--- config.mk ---
export PLATFORM = sky130hd
export DESIGN_NAME = prescaled_irq_timer
export DESIGN_NICKNAME = d
export VERILOG_FILES = /design/src/rtl/irq_timer_pkg.sv /design/src/rtl/irq_tick_src.sv /design/src/rtl/irq_prescaler.sv /design/src/rtl/irq_counter.sv /design/src/rtl/prescaled_irq_timer.sv
export SDC_FILE = /design/constraint.sdc
export NUM_CORES = 1
export LEC_CHECK = 0
export ABC_AREA = 1
export BUFFER_PORTS_ARGS = -buffer_cell sky130_fd_sc_hd__buf_2
export CAP_MARGIN = 10
export CORE_ASPECT_RATIO = 1.1
export CORE_MARGIN = 1
export CORE_UTILIZATION = 60
export DETAILED_ROUTE_END_ITERATION = 10
export PLACE_DENSITY = 0.8
export SETUP_SLACK_MARGIN = 0.15
export SYNTH_ARGS = -nofsm -noshare
export SYNTH_HDL_FRONTEND = slang
export SYNTH_SLANG_ARGS = --single-unit
--- constraint.sdc ---
create_clock -name clk -period 3.8 [get_ports clk]
set_clock_uncertainty 0.15 [all_clocks]
set_input_delay 0.38 -clock clk [delete_from_list [all_inputs] [get_ports clk]]
set_output_delay 0.38 -clock clk [all_outputs]
set_load 0.05 [all_outputs]
--- src/rtl/irq_timer_pkg.sv ---
package irq_timer_pkg;

    localparam int DW      = 8;
    localparam int SHORT_W = 3;

    typedef enum logic [1:0] {
        SRC_CPU  = 2'd0,
        SRC_VID  = 2'd1,
        SRC_RSV2 = 2'd2,
        SRC_RSV3 = 2'd3
    } src_e;

    typedef enum logic [2:0] {
        REG_ENA = 3'd0,
        REG_CFG = 3'd1,
        REG_OFF = 3'd2,
        REG_ON  = 3'd3,
        REG_PRE = 3'd4,
        REG_CNT = 3'd5,
        REG_KEY = 3'd6,
        REG_AUX = 3'd7
    } reg_e;

    typedef enum logic [1:0] {
        DIR_HOLD = 2'd0,
        DIR_DOWN = 2'd1,
        DIR_UP   = 2'd2
    } dir_e;

    typedef struct packed {
        logic down;
        logic up;
        logic short_pre;
        src_e src;
    } cfg_t;

    function automatic cfg_t decode_cfg(input logic [7:0] d);
        cfg_t c;
        c.down      = d[7];
        c.up        = d[6];
        c.short_pre = d[2];
        c.src       = src_e'(d[1:0]);
        return c;
    endfunction

    function automatic dir_e dir_of(input cfg_t c);
        if (c.down && !c.up)      return DIR_DOWN;
        else if (c.up && !c.down) return DIR_UP;
        else                      return DIR_HOLD;
    endfunction

endpackage

--- src/rtl/irq_tick_src.sv ---
module irq_tick_src
    import irq_timer_pkg::*;
(
    input  logic clk,
    input  logic rst,
    input  logic cpu_ce,
    input  logic vaddr12,
    input  src_e src,
    output logic tick
);
    logic prev_q;

    always_ff @(posedge clk) begin
        if (rst) prev_q <= 1'b0;
        else     prev_q <= vaddr12;
    end

    always_comb begin
        unique case (src)
            SRC_CPU: tick = cpu_ce;
            SRC_VID: tick = vaddr12 && !prev_q;
            default: tick = 1'b0;
        endcase
    end
endmodule

--- src/rtl/irq_prescaler.sv ---
module irq_prescaler #(
    parameter int W       = 8,
    parameter int SHORT_W = 3
) (
    input  logic         clk,
    input  logic         rst,
    input  logic         adv,
    input  logic         short_mode,
    input  logic         load,
    input  logic [W-1:0] load_val,
    output logic [W-1:0] pre_o,
    output logic         carry
);
    localparam logic [W-1:0]       FULL_TOP  = {W{1'b1}};
    localparam logic [SHORT_W-1:0] SHORT_TOP = {SHORT_W{1'b1}};

    logic [W-1:0] pre_q;
    logic [W-1:0] step_val;
    logic         at_top;

    generate
        if (SHORT_W < W) begin : g_split
            logic [SHORT_W-1:0] low_nxt;
            assign low_nxt = pre_q[SHORT_W-1:0] + 1'b1;
            always_comb begin
                if (short_mode) begin
                    step_val = {pre_q[W-1:SHORT_W], low_nxt};
                    at_top   = (low_nxt == SHORT_TOP);
                end else begin
                    step_val = pre_q + 1'b1;
                    at_top   = (step_val == FULL_TOP);
                end
            end
        end else begin : g_flat
            always_comb begin
                step_val = pre_q + 1'b1;
                at_top   = (step_val == FULL_TOP) || (short_mode && 1'b0);
            end
        end
    endgenerate

    always_ff @(posedge clk) begin
        if (rst)       pre_q <= '0;
        else if (load) pre_q <= load_val;
        else if (adv)  pre_q <= step_val;
    end

    assign carry = adv && !load && at_top;
    assign pre_o = pre_q;
endmodule

--- src/rtl/irq_counter.sv ---
module irq_counter
    import irq_timer_pkg::*;
#(
    parameter int W = 8
) (
    input  logic         clk,
    input  logic         rst,
    input  logic         step,
    input  dir_e         dir,
    input  logic         load,
    input  logic [W-1:0] load_val,
    output logic [W-1:0] cnt_o,
    output logic         wrap
);
    localparam logic [W-1:0] TOP      = {W{1'b1}};
    localparam logic [W-1:0] ONE      = {{(W-1){1'b0}}, 1'b1};
    localparam logic [W-1:0] UP_LAST  = TOP - ONE;

    logic [W-1:0] cnt_q;
    logic [W-1:0] cnt_nxt;
    logic         hit;

    always_comb begin
        cnt_nxt = cnt_q;
        hit     = 1'b0;
        unique case (dir)
            DIR_DOWN: begin
                hit     = (cnt_q == ONE);
                cnt_nxt = hit ? TOP : cnt_q - ONE;
            end
            DIR_UP: begin
                hit     = (cnt_q == UP_LAST);
                cnt_nxt = hit ? '0 : cnt_q + ONE;
            end
            default: ;
        endcase
    end

    always_ff @(posedge clk) begin
        if (rst)       cnt_q <= '0;
        else if (load) cnt_q <= load_val;
        else if (step) cnt_q <= cnt_nxt;
    end

    assign wrap  = step && !load && hit;
    assign cnt_o = cnt_q;
endmodule

--- src/rtl/prescaled_irq_timer.sv ---
module prescaled_irq_timer
    import irq_timer_pkg::*;
#(
    parameter int DATA_W  = irq_timer_pkg::DW,
    parameter int SHORT_W = irq_timer_pkg::SHORT_W
) (
    input  logic              clk,
    input  logic              rst,
    input  logic              cpu_ce,
    input  logic              vaddr12,
    input  logic              wr_en,
    input  logic [2:0]        wr_sel,
    input  logic [DATA_W-1:0] wr_data,
    output logic              irq
);
    cfg_t              cfg_q;
    logic [DATA_W-1:0] mask_q;
    logic              en_q;
    logic              irq_q;

    logic              tick;
    logic              pre_carry;
    logic              cnt_wrap;
    logic [DATA_W-1:0] pre_val;
    logic [DATA_W-1:0] cnt_val;
    logic              ld_pre;
    logic              ld_cnt;
    logic              ack;
    logic [DATA_W-1:0] unmasked;

    assign ld_pre   = wr_en && (wr_sel == REG_PRE);
    assign ld_cnt   = wr_en && (wr_sel == REG_CNT);
    assign ack      = wr_en && ((wr_sel == REG_OFF) ||
                                ((wr_sel == REG_ENA) && !wr_data[0]));
    assign unmasked = wr_data ^ mask_q;

    irq_tick_src u_tick (
        .clk     (clk),
        .rst     (rst),
        .cpu_ce  (cpu_ce),
        .vaddr12 (vaddr12),
        .src     (cfg_q.src),
        .tick    (tick)
    );

    irq_prescaler #(.W(DATA_W), .SHORT_W(SHORT_W)) u_pre (
        .clk        (clk),
        .rst        (rst),
        .adv        (tick),
        .short_mode (cfg_q.short_pre),
        .load       (ld_pre),
        .load_val   (unmasked),
        .pre_o      (pre_val),
        .carry      (pre_carry)
    );

    irq_counter #(.W(DATA_W)) u_cnt (
        .clk      (clk),
        .rst      (rst),
        .step     (pre_carry),
        .dir      (dir_of(cfg_q)),
        .load     (ld_cnt),
        .load_val (unmasked),
        .cnt_o    (cnt_val),
        .wrap     (cnt_wrap)
    );

    always_ff @(posedge clk) begin
        if (rst) begin
            cfg_q  <= '0;
            mask_q <= '0;
            en_q   <= 1'b0;
        end else if (wr_en) begin
            unique case (reg_e'(wr_sel))
                REG_ENA: en_q   <= wr_data[0];
                REG_CFG: cfg_q  <= decode_cfg(wr_data[7:0]);
                REG_OFF: en_q   <= 1'b0;
                REG_ON:  en_q   <= 1'b1;
                REG_KEY: mask_q <= wr_data;
                default: ;
            endcase
        end
    end

    always_ff @(posedge clk) begin
        if (rst)                   irq_q <= 1'b0;
        else if (ack)              irq_q <= 1'b0;
        else if (cnt_wrap && en_q) irq_q <= 1'b1;
    end

    assign irq = irq_q;
endmodule

==> results.cfg, run 1 <==
[status]
status = completed

[global_route]
grt_usage_pct = 29.4
antenna_found_initial = 0
first_global_vias = 2051
grt_max_degree = 25
overflow = 0
grt_pass1_wl_mm = 8.55

[routing]
drt_wl_total_mm = 5.06
routedWlPerCell_microns = 12.4
ant_nets = 0
post_drt_via_cell_ratio = 5.36
drtPass1Iterations = 4
drc = 0
first_iter_violations = 148
via_count = 2180

[synth]
syn_area_sq_um = 2170
synthFlopType = dfxtp_1
async_flop_share_pct = 0
yosysWarnings = 0
synth-seq-cells = 32
synth_seq_area_share_pct = 29.5
syn_nets = 367
synthDistinctLibCells = 32
syn_inst = 343
avgSynthCellArea_sq_um = 6.33
synth-edff-count = 0

[timing]
post-route-period-util_pct = 53.4
fin_crit_ps = 2030
finalSetupViolCount = 0
hold_ws_ps = 114
rsz0062_at_grt = no
relSlewSlack_pct = 58.4
fmax_mhz = 492
worstMarginPinSlew_ps = 624
maxSlewViolCount = 0
tns_ps = 0
hold_viol = 0

[min_path]
min_to = u_tick.prev_q
hold_start = vaddr12
whs_path_depth = 3
hp-class = in -> reg

[cells_and_area]
syn_to_final_growth_pct = 7.15
stdcell_area_sq_um = 2330
final_cells = 407
diodes = 0
fill_cells = 331
fin_nets = 382
finish.utilization_pct = 68.7
drive_gt1_share_pct = 9.19

[cts]
ctsHoldBuffers = 0
post_cts_resized = 0
htree_levels = 2
cts_setup_buffers = 0
cts_buffers = 5
root_buffer = clkbuf_4
clock_tree.buffer_depth = 2
path_clk_slew_ps = 100
clk_latency_ps = 330
clock_sinks = 32
cts_tree = yes

[setup_path]
r2r_cells = 11
start_kind = flop
cp_max_fo = 7
timing.rr.end = u_cnt.cnt_o[5]
crit_required_ps = 3930
critical_path_class = reg -> reg
reg2reg_from = u_cnt.cnt_o[0]
arrival_ps = 2160
reg2reg_slack_ps = 1770
worstSetupEndpointType = flop

[placement]
dp_hpwl_mm = 3.88
dpl_cell_area_sq_um = 2270
port_buffers = 16
placed_cells = 399
place_congestion = 0.879

[run]
cap_violations = 0

[die]
dieArea_sq_um = 3860
num_rows = 22
die_w_microns = 59.4
initial_core_util_pct = 64.1
ios = 17
coreArea_sq_um = 3390
die_y_microns = 65.1

[power_and_ir_drop]
p_leak_nw = 1.12
vdd.ir_drop.worst_v = 0.000299
power.density_nw_per_um2 = 312
cell usage after synthesis, types with 2 or more instances:
cell / n / area (sq um)
a21oi_1: 27 / 135
a21oi_2: 2 / 17.5
a31oi_1: 5 / 31.3
buf_2: 5 / 25.0
clkbuf_1: 2 / 7.51
clkinv_1: 2 / 7.51
dfxtp_1: 32 / 641
ha_1: 8 / 100
inv_1: 43 / 161
nand2_1: 74 / 278
nand2_2: 2 / 12.5
nand3_1: 31 / 155
nand3_2: 2 / 20.0
nand4_1: 5 / 31.3
nor2_1: 47 / 176
nor2_2: 2 / 12.5
nor3_1: 2 / 10.0
o21ai_0: 28 / 140
o21bai_1: 2 / 15.0
o22ai_1: 2 / 12.5
xnor2_1: 3 / 26.3
xor2_1: 7 / 61.3
cell usage in the layout (no fill, tap or decap):
master / Yosys / layout
nand3_1: 31 / 31
a21oi_2: 2 / 2
o21ai_0: 28 / 28
nand3b_1: 1 / 1
nand2_1: 74 / 74
o22ai_1: 2 / 2
nor2_1: 47 / 47
dfxtp_1: 32 / 32
a31oi_1: 5 / 5
nor3b_1: 1 / 1
nand4_1: 5 / 5
nand3_2: 2 / 2
clkbuf_8: 0 / 1
clkbuf_1: 2 / 2
a21oi_1: 27 / 27
or2_2: 1 / 1
inv_1: 43 / 43
nand2_2: 2 / 2
nor3_1: 2 / 2
o211ai_1: 1 / 1
o21ai_1: 1 / 1
a21oi_4: 1 / 1
ha_1: 8 / 8
a211oi_1: 1 / 1
clkbuf_4: 0 / 5
nand3_4: 1 / 1
xnor2_1: 3 / 3
clkinv_1: 2 / 2
a22oi_1: 1 / 1
nor2_2: 2 / 2
o21bai_1: 2 / 2
buf_2: 5 / 16
xor2_1: 7 / 7
cell type report:
type / instances / area (sq um) / area share [%]
multi-input cells: 258 / 1320 / 56.6
clock buffers: 8 / 58.8 / 2.53
inverters: 45 / 169 / 7.26
repair buffers: 16 / 80.1 / 3.44
flip-flops and latches: 32 / 641 / 27.5
well taps: 48 / 60.1 / 2.58
cell families after synthesis:
logic type,after synthesis,share of synthesized area (%)
AND/OR/NAND/NOR,169,33.8
AO/OA/AOI/OAI,71,18.2
buffers and inverters,53,9.80
flip-flops,32,29.5
XOR/XNOR,10,4.03
adder cells (fa/ha/maj),8,4.61
layer usage:
metal	part of all wire, %	global-route usage [%]
met1	43	33.5
met2	50	50.8
met3	4.2	6.19
met4	2.6	14.6
met5	0	0
report_power, final:
group	internal (W)	switching (W)	total, W
logic	0.0000545	0.0000955	0.000150
registers	0.000353	0.0000174	0.000371
clock network	0.0000912	0.000115	0.000206
total	0.000499	0.000228	0.000727
how the worst max path moves through the flow:
stage              startpoint             end  slack (ps)  cells past startpoint
3_5_place_dp        wr_sel[0]  u_cnt.cnt_o[0]        1720                     10
6_report       u_cnt.cnt_o[0]  u_cnt.cnt_o[5]        1770                     11
5_1_grt        u_cnt.cnt_o[0]  u_cnt.cnt_o[5]        1550                     11
3_3_place_gp        wr_sel[0]  u_cnt.cnt_o[0]        1740                     10
4_1_cts        u_cnt.cnt_o[0]  u_cnt.cnt_o[5]        1770                     11
2_1_floorplan  u_pre.pre_o[1]  u_cnt.cnt_o[2]        2050                     11
per-stage QoR:
stage	power, W	setup slack, ps
floorplan	0.000485	2050
global placement	0.000524	1740
detailed placement	0.000526	1720
CTS	0.000727	1770
global route	0.000768	1550
finish	0.000727	1770
state kept, by name (all words and copies together), names as in the netlist:
signal         count
mask_q             8
irq                1
u_tick.prev_q      1
u_cnt.cnt_o        8
en_q               1
u_pre.pre_o        8
cfg_q              5
worst max-delay path, cell delays in order (launching register included):
cell	delay [ps]
dfxtp_1	470
inv_1	130
ha_1	210
nand2_1	70
nor2_1	60
a21oi_2	320
nand2_1	80
o21ai_0	190
nand2_1	70
nand2_1	70
a21oi_1	40
nor2_1	110
No activity file was read; power rests on OpenSTA's default activity.
==> inputs of run 2 (changes only) <==
Clock period 3.8 ns to 1.9 ns, I/O delays scaled along.
==> results.cfg, run 2 (synthesis gave the netlist of run 1 again) <==
[placement]
dp_hpwl_mm = 4.03
place_congestion = 0.893
port_buffers = 16
placed_cells = 412
dpl_cell_area_sq_um = 2360

[setup_path]
crit_required_ps = 1990
worstSetupEndpointType = flop
arrival_ps = 1910
reg2reg_from = u_pre.pre_o[1]
timing.rr.end = u_cnt.cnt_o[2]
critical_path_class = reg -> reg
cp-startpoint = u_pre.pre_o[1]
cp_max_fo = 8
start_kind = flop
worstSetupEndpoint = u_cnt.cnt_o[2]
reg2reg_slack_ps = 70
r2r_cells = 10

[routing]
first_iter_violations = 165
drc = 0
drt_wl_total_mm = 5.76
routedWlPerCell_microns = 13.4
via_count = 2347
post_drt_via_cell_ratio = 5.47
ant_nets = 0
drtPass1Iterations = 6

[timing]
post-route-period-util_pct = 96.1
maxSlewViolCount = 0
fmax_mhz = 548
finalSetupViolCount = 0
worstMarginPinSlew_ps = 724
fin_crit_ps = 1830
relSlewSlack_pct = 51.7
rsz0062_at_grt = yes
hold_viol = 0

[die]
die_y_microns = 65.1
coreArea_sq_um = 3390
ios = 17
dieArea_sq_um = 3860
num_rows = 22
die_w_microns = 59.4
initial_core_util_pct = 64.1

[cells_and_area]
layout_commonest_cell = nand2_1
fin_nets = 405
diodes = 0
fill_cells = 256
final_cells = 429
syn_to_final_growth_pct = 22.5
final_cell_mix = nand2_1 (70), nor2_1 (42), inv_1 (41), o21ai_0 (28), nand3_1 (28)
stdcell_area_sq_um = 2660
drive_gt1_share_pct = 20.7

[min_path]
hp-class = in -> reg

[cts]
htree_levels = 2
root_buffer = clkbuf_4
cts_tree = yes
clk_latency_ps = 340
path_clk_slew_ps = 100
clock_tree.buffer_depth = 2
clock_sinks = 32
cts_buffers = 5

[global_route]
grt_usage_pct = 33.5
grt_pass1_wl_mm = 9.61
grt_max_degree = 21
overflow = 0
antenna_found_initial = 0
first_global_vias = 2226

[power_and_ir_drop]
p_leak_nw = 1.25
vdd.ir_drop.worst_v = 0.000627
power.density_nw_per_um2 = 582

[status]
status = completed

[run]
cap_violations = 0
## run 2: changes by cell type in the layout (fill, tap and decap cells not counted), moves of 4 or more
| cell | delta |
|---|---|
| buf_4 | +14 |
| a21oi_1 | -7 |
| dlygate4sd3_1 | +7 |
| a21oi_2 | +6 |
| dfxtp_1 | -5 |
| nor2_1 | -5 |
| nand2_1 | -4 |
| nor2_2 | +4 |
## run 2: layer usage
layer  vias to the layer above  GRT usage [%]  part of all wire (%)
met3                        20           5.39                   5.1
met1                      1054           37.5                    41
met5                         -              0                     0
met2                        75           60.4                    51
li1                       1198              -                     -
met4                         0           14.9                   2.5
## run 2: worst max-delay path, cell delays in order, from the launching register on
cell     delay, ps
dfxtp_4        380
ha_4           170
nand2_4         60
nor2_1         100
nand3_1         70
nand2_1         90
nand4_1        130
nand2_2        150
nand3_4        170
a21oi_2        190
nor2_1          50
## run 2: what timing repair did
item                                   4_1_cts  5_1_grt
gates cloned                                 1        0
hold buffers                                 7        0
gates resized for setup                     23       17
setup buffers                                2        0
endpoints found under the hold margin        8        0
setup endpoints to repair                    8        9
pin swaps                                    9       16
## run 2: layout make-up
cell class	count	area, sq um	share of cell area [%]
timing repair buffer	38	267	10.0
multi-input combinational	259	1450	54.3
tap	48	60.1	2.26
sequential	32	652	24.5
clock buffer	7	65.1	2.45
inverter	45	171	6.44
## run 2: worst min-delay path by stage
stage	startpoint	endpoint	depth (start not counted)
floorplan	vaddr12	u_tick.prev_q	2
global placement	vaddr12	u_tick.prev_q	3
detailed placement	vaddr12	u_tick.prev_q	3
CTS	wr_data[7]	mask_q[7]	3
global route	wr_data[1]	mask_q[1]	3
finish	wr_data[7]	mask_q[7]	3
## run 2: stage by stage
step                hold slack [ps]  power [W]  setup TNS, ps  util [%]  setup WS, ps
floorplan                       165   0.000971              0         -           152
global placement                254    0.00106              0      69.8          81.6
detailed placement              267    0.00107              0      69.8          40.5
CTS                            5.97    0.00153              0      77.1           105
global route                   17.5    0.00163           -279      78.6         -60.2
finish                         1.98    0.00155              0      78.6          74.8
## run 2: where the power goes
group          total, W  switching (W)  internal [W]
sequential     0.000745      0.0000370      0.000708
clock          0.000439       0.000229      0.000210
combinational  0.000365       0.000221      0.000144
==> inputs of run 3 (changes only) <==
Clock period 1.9 ns to 2.3 ns, I/O delays scaled along.
==> results.cfg, run 3 (synthesis gave the netlist of run 1 again) <==
[cells_and_area]
syn_to_final_growth_pct = 9.63
drive_gt1_share_pct = 11.0
final_cells = 413
layout_commonest_cell = nand2_1
diodes = 0
finish.utilization_pct = 70.3
fin_nets = 389
final_cell_mix = nand2_1 (74), nor2_1 (47), inv_1 (43), nand3_1 (31), dfxtp_1 (31)

[setup_path]
reg2reg_from = u_cnt.cnt_o[0]
critical_path_class = reg -> reg
arrival_ps = 2120
start_kind = flop
cp-startpoint = u_cnt.cnt_o[0]
cp_max_fo = 7
crit_required_ps = 2410
worstSetupEndpointType = flop

[cts]
path_clk_slew_ps = 100
root_buffer = clkbuf_4
clock_tree.buffer_depth = 2
htree_levels = 2
clock_sinks = 32
cts_buffers = 5
clk_latency_ps = 320
cts_tree = yes

[power_and_ir_drop]
power.density_nw_per_um2 = 488
p_leak_nw = 1.14
vdd.ir_drop.worst_v = 0.000297

[die]
die_w_microns = 59.4
die_y_microns = 65.1
initial_core_util_pct = 64.1
dieArea_sq_um = 3860
ios = 17
coreArea_sq_um = 3390
num_rows = 22

[timing]
relSlewSlack_pct = 57.1
worst_slack_ps = 288
fin_crit_ps = 2010
maxSlewViolCount = 0
rsz0062_at_grt = yes
hold_viol = 0
finalSetupViolCount = 0
post-route-period-util_pct = 87.5
tns_ps = 0
worstMarginPinSlew_ps = 643
fmax_mhz = 497

[routing]
drc = 0
via_count = 2243
ant_nets = 0
post_drt_via_cell_ratio = 5.43
first_iter_violations = 146
routedWlPerCell_microns = 12.6
drtPass1Iterations = 4
drt_wl_total_mm = 5.21

[placement]
place_congestion = 0.929
placed_cells = 402
dp_hpwl_mm = 3.88
port_buffers = 16
pre_cts_slack_ps = 279

[status]
status = completed

[min_path]
hp-class = in -> reg
hold_start = rst

[global_route]
grt_pass1_wl_mm = 8.40
grt_usage_pct = 28.8
antenna_found_initial = 0
first_global_vias = 1949
overflow = 0
grt_max_degree = 25

[run]
cap_violations = 0
==> run 3: power by group <==
group	switching, W	internal [W]
clock	0.000183	0.000113
combinational	0.000159	0.0000946
sequential	0.0000281	0.000584
==> run 3: final timing paths <==
kind	end	slack, ps	depth (start not counted)
worst min-delay path	u_pre.pre_o[1]	40	2
worst min register to register	irq	300	2
worst max register to register	u_cnt.cnt_o[7]	290	12
worst max-delay path	u_cnt.cnt_o[7]	290	12
==> run 3: repair_timing <==
| action | CTS | global route |
|---|---|---|
| setup buffers | 0 | 2 |
| hold buffers | 1 | 0 |
| gates resized for setup | 0 | 2 |
| endpoints found under the hold margin | 1 | 0 |
| setup endpoints to repair | 0 | 8 |
==> run 3: cell type report <==
type / count / area [sq um]
Sequential cell: 32 / 642
Inverter: 45 / 169
Multi-Input combinational cell: 259 / 1340
Clock inverter: 1 / 5.00
Tap cell: 48 / 60.1
Fill cell: 322 / 1010
Clock buffer: 6 / 41.3
Timing Repair Buffer: 22 / 128
==> run 3: routing by layer <==
layer / routed length, microns / track usage (%) / vias to the layer above
li1: - / - / 1164
met1: 2310 / 34.2 / 1007
met2: 2590 / 51.0 / 66
met3: 255 / 6.39 / 6
met4: 48 / 7.44 / 0
met5: 0 / 0 / -
==> run 3: metrics by stage <==
stage	hold slack [ps]	area (sq um)	power [W]
finish	42.5	2380	0.00116
global route	26.8	2380	0.00123
CTS	24.2	2350	0.00116
detailed placement	290	2290	0.000868
global placement	283	2290	0.000865
floorplan	205	2170	0.000802
==> run 3: critical path: stages, from the launching register on <==
cell and delay (ps):
dfxtp_1 470, inv_1 140, ha_1 210, nand2_1 60
nor2_1 50, a21oi_2 240, buf_4 170, nand4_1 100
nand2_1 70, nand2_1 40, nand2_1 70, a21oi_1 40
nor2_1 120
